File: src/rtl/msr_pkg.sv
package msr_pkg;
    typedef enum logic [1:0] {
        OP_HOLD  = 2'b00,
        OP_LOAD  = 2'b01,
        OP_RIGHT = 2'b10,
        OP_LEFT  = 2'b11
    } msr_op_e;
endpackage

File: src/rtl/msr_sel_encode.sv
module msr_sel_encode
    import msr_pkg::*;
(
    input  logic    ld_req,
    input  logic    shr_req,
    input  logic    shl_req,
    output msr_op_e op
);
    logic s1, s0;
    always_comb begin
        // fixed priority: load, then right, then left
        s1 = ~ld_req & (shr_req | shl_req);
        s0 = ld_req | (~ld_req & ~shr_req & shl_req);
        op = msr_op_e'({s1, s0});
    end
endmodule

File: src/rtl/msr_bit_mux.sv
module msr_bit_mux
    import msr_pkg::*;
(
    input  msr_op_e op,
    input  logic    cur,
    input  logic    par,
    input  logic    from_above,
    input  logic    from_below,
    output logic    nxt
);
    always_comb begin
        unique case (op)
            OP_HOLD:  nxt = cur;
            OP_LOAD:  nxt = par;
            OP_RIGHT: nxt = from_above;
            OP_LEFT:  nxt = from_below;
            default:  nxt = cur;
        endcase
    end
endmodule

File: src/rtl/msr_reg.sv
module msr_reg
    import msr_pkg::*;
#(
    parameter int WIDTH = 4
) (
    input  logic             clk,
    input  logic             rst,
    input  logic             ld_req,
    input  logic             shr_req,
    input  logic             shl_req,
    input  logic [WIDTH-1:0] par_in,
    input  logic             shr_ser,
    input  logic             shl_ser,
    output logic [WIDTH-1:0] data_q,
    output logic [1:0]       op_sel
);
    localparam int TOP = WIDTH - 1;

    typedef struct packed {
        logic [WIDTH-1:0] data;
    } msr_state_t;

    msr_state_t       state_d, state_q;
    msr_op_e          op;
    logic [WIDTH-1:0] bit_nxt;

    msr_sel_encode u_enc (
        .ld_req  (ld_req),
        .shr_req (shr_req),
        .shl_req (shl_req),
        .op      (op)
    );

    for (genvar i = 0; i < WIDTH; i++) begin : g_bit
        logic above, below;
        if (i == TOP) begin : g_top
            assign above = shr_ser;
        end else begin : g_mid_a
            assign above = state_q.data[i+1];
        end
        if (i == 0) begin : g_bot
            assign below = shl_ser;
        end else begin : g_mid_b
            assign below = state_q.data[i-1];
        end
        msr_bit_mux u_mux (
            .op         (op),
            .cur        (state_q.data[i]),
            .par        (par_in[i]),
            .from_above (above),
            .from_below (below),
            .nxt        (bit_nxt[i])
        );
    end

    always_comb begin
        state_d      = state_q;
        state_d.data = bit_nxt;
        if (rst) begin
            state_d.data = '0;
        end
    end

    always_ff @(posedge clk) begin
        state_q <= state_d;
    end

    assign data_q = state_q.data;
    assign op_sel = op;
endmodule

File: config.mk
export PLATFORM = sky130hd
export DESIGN_NAME = msr_reg
export DESIGN_NICKNAME = d
export VERILOG_FILES = /design/src/rtl/msr_pkg.sv /design/src/rtl/msr_sel_encode.sv /design/src/rtl/msr_bit_mux.sv /design/src/rtl/msr_reg.sv
export SDC_FILE = /design/constraint.sdc
export NUM_CORES = 1
export LEC_CHECK = 0
export ABC_AREA = 1
export BUFFER_PORTS_ARGS = -buffer_cell sky130_fd_sc_hd__buf_2
export CAP_MARGIN = 40
export CORE_AREA = 4 4 41 43
export CTS_BUF_LIST = sky130_fd_sc_hd__clkbuf_8
export DETAILED_ROUTE_END_ITERATION = 10
export DIE_AREA = 0 0 45 47
export GPL_TIMING_DRIVEN = 0
export SYNTH_ARGS = -nofsm -noshare
export SYNTH_HDL_FRONTEND = slang
export SYNTH_HIERARCHICAL = 1
export SYNTH_SLANG_ARGS = --single-unit
export TNS_END_PERCENT = 10
File: constraint.sdc
create_clock -name clk -period 1 [get_ports clk]
set_input_delay 0.1 -clock clk [delete_from_list [all_inputs] [get_ports clk]]
set_output_delay 0.1 -clock clk [all_outputs]
set_load 0.1 [all_outputs]
==> flow_metrics.tcl <==
set metrics [dict create \
    grt_pass1_vias 391 \
    die_width_um 45 \
    tightest_slew_ns 0.2795 \
    yosys_register_bits 4 \
    cts_buffer_depth 2 \
    core_sq_mm 0.001301 \
    gp_congestion 0.7165 \
    numCtsBuffers 3 \
    num_rows 13 \
    antenna_found_initial 0 \
    drive_gt1_frac 0.3587 \
    hold_class "in2reg" \
    rsz0062_at_grt "no" \
    synthCells 72 \
    clk_pin_slew_worst_paths_ns 0.03 \
    vias 423 \
    cts_max_level 1 \
    worstSetupPathType "reg2out" \
    arrival_ns 0.86 \
    grt-ovfl-total 0 \
    p_per_area_mw_per_mm2 1615 \
    drt.antenna.violating_nets 0 \
    fin_crit_ns 0.9640 \
    wl_um 796 \
    finalMaxSlewViolations 0 \
    grt_pass1_wl_um 1455 \
    yosys.area.top_type_share 0.2340 \
    finalHoldViolCount 0 \
    synth_warnings 6 \
    dp_hpwl_um 652.9 \
    crit_fanout 4 \
    ir_drop_mv 0.9784 \
    yosys.area.top_type "nand2_1" \
    vias_per_cell 3.953 \
    post-place-ws_ns -0.05598 \
    synth_cell_types 8 \
    fin_skew_ns 0.005038 \
    crit_required_ns 0.90 \
    maxCapViolCount 0 \
    clk_latency_ns 0.22 \
    drc_errors 0 \
    n_fill_cell 157 \
    diodes 0 \
    area_growth_syn_to_layout_pct 48.58 \
    start_kind "flip-flop" \
    setup_slack_ns 0.03595 \
    layout_commonest_cell "nand2_1" \
    synth_nets 83 \
    slowest_stage "dfxtp_4" \
    drtPass1Iterations 4 \
    largest_reg_flops 4 \
    yosysSeqAreaShare 0.2270 \
    final_cell_mix "22 x nand2_1, 19 x inv_1, 10 x buf_2" \
    fmax_ghz 1.037 \
    finalSetupViolations 0 \
    outcome "complete, no violations" \
    syn_area_per_cell_sq_um 4.901 \
    wl_per_cell_um 7.439 \
    relSlewSlack 0.8152 \
    path_cells "buf_4" \
    cts-root-buf "clkbuf_8" \
    die-area_sq_mm 0.002115 \
    ios 17 \
    initial_core_util 0.2712 \
    path_delay_family "flip-flops" \
    max_stage_delay_ns 0.36 \
    fin_crit_sh 0.9640 \
    critical_path_buf_inv_count 1 \
    synthTopCellsByArea "nand2_1 23%, dfxtp_1 23%, inv_1 19%" \
    grt_max_degree 14 \
    synth_area_sq_um 352.8 \
    utilization 0.4029 \
    leakagePower_nw 0.3445 \
    tritoncts "built" \
    fp.dieH_um 47 \
    worstSetupEndpointType "output pin" \
    track_usage 0.09716 \
    drtIter0Drc 8 \
    clock-sinks 4 \
    port_buffers 16 \
    nNetsFinal 104 \
]
## per-layer routing
layer  up-vias  global-route usage  part of all wire
li1        232                   -                 -
met1       179              0.1068              0.44
met2         9              0.1525              0.49
met3         3             0.03831             0.039
met4         0             0.07018             0.024
met5         -                   0                 0
## repair_timing
item | 4_1_cts | 5_1_grt
setup buffers | 0 | 0
hold buffers | 0 | 0
endpoints found under the hold margin | 0 | 0
setup endpoints to repair | 6 | 0
gates resized for setup | 6 | 0
## worst paths after layout
| path | slack [ns] | from | cells past startpoint | end |
|---|---|---|---|---|
| min | 0.07 | rst | 2 | data_q[0] |
| min reg2reg | 0.63 | data_q[2] | 6 | data_q[1] |
| max | 0.04 | data_q[1] | 1 | data_q[1] |
| max reg2reg | 0.24 | data_q[1] | 6 | data_q[2] |
## layout make-up
class / count / area, sq um / area share
multi-input combinational: 36 / 145.1 / 0.2768
inverter: 30 / 112.6 / 0.2148
timing repair buffer: 16 / 95.09 / 0.1814
sequential: 4 / 92.59 / 0.1766
clock buffer: 3 / 41.29 / 0.07876
tap: 15 / 18.77 / 0.03580
buffer: 2 / 15.01 / 0.02864
clock inverter: 1 / 3.754 / 0.007160
## cells in the mapped netlist, drive strengths merged
library cell  number
clkinv             4
nand3              8
inv               26
nor2               6
nand2             22
buf                2
dfxtp              4
## logic make-up (layout without fill, tap and decap cells)
| group | count (synthesis) | in the layout | synth area share |
|---|---|---|---|
| AND/OR/NAND/NOR | 36 | 36 | 0.4113 |
| buffers and inverters | 32 | 52 | 0.3617 |
| flip-flops | 4 | 4 | 0.2270 |
## stage by stage
| step | hold slack [ns] | setup TNS (ns) | power [mW] | instances | area [sq um] |
|---|---|---|---|---|---|
| 3_5_place_dp | 0.3007 | -0.06579 | 0.4949 | 103 | 464.2 |
| 6_report | 0.07409 | 0 | 0.8469 | 107 | 524.3 |
| 4_1_cts | 0.07249 | 0 | 0.8584 | 107 | 524.3 |
| 3_3_place_gp | 0.2996 | -0.04540 | 0.4904 | 103 | 464.2 |
| 2_1_floorplan | 0.1616 | -0.07676 | 0.4359 | 72 | 365.4 |
| 5_1_grt | 0.1028 | 0 | 0.9037 | 107 | 524.3 |
## power breakdown
| part | switching [mW] | internal, mW | leakage (nW) |
|---|---|---|---|
| clock network | 0.0827 | 0.262 | 0.0269 |
| registers | 0.0163 | 0.176 | 0.0354 |
| logic | 0.226 | 0.0845 | 0.282 |
| total | 0.325 | 0.522 | 0.345 |
No activity file was read; power rests on OpenSTA's default activity.
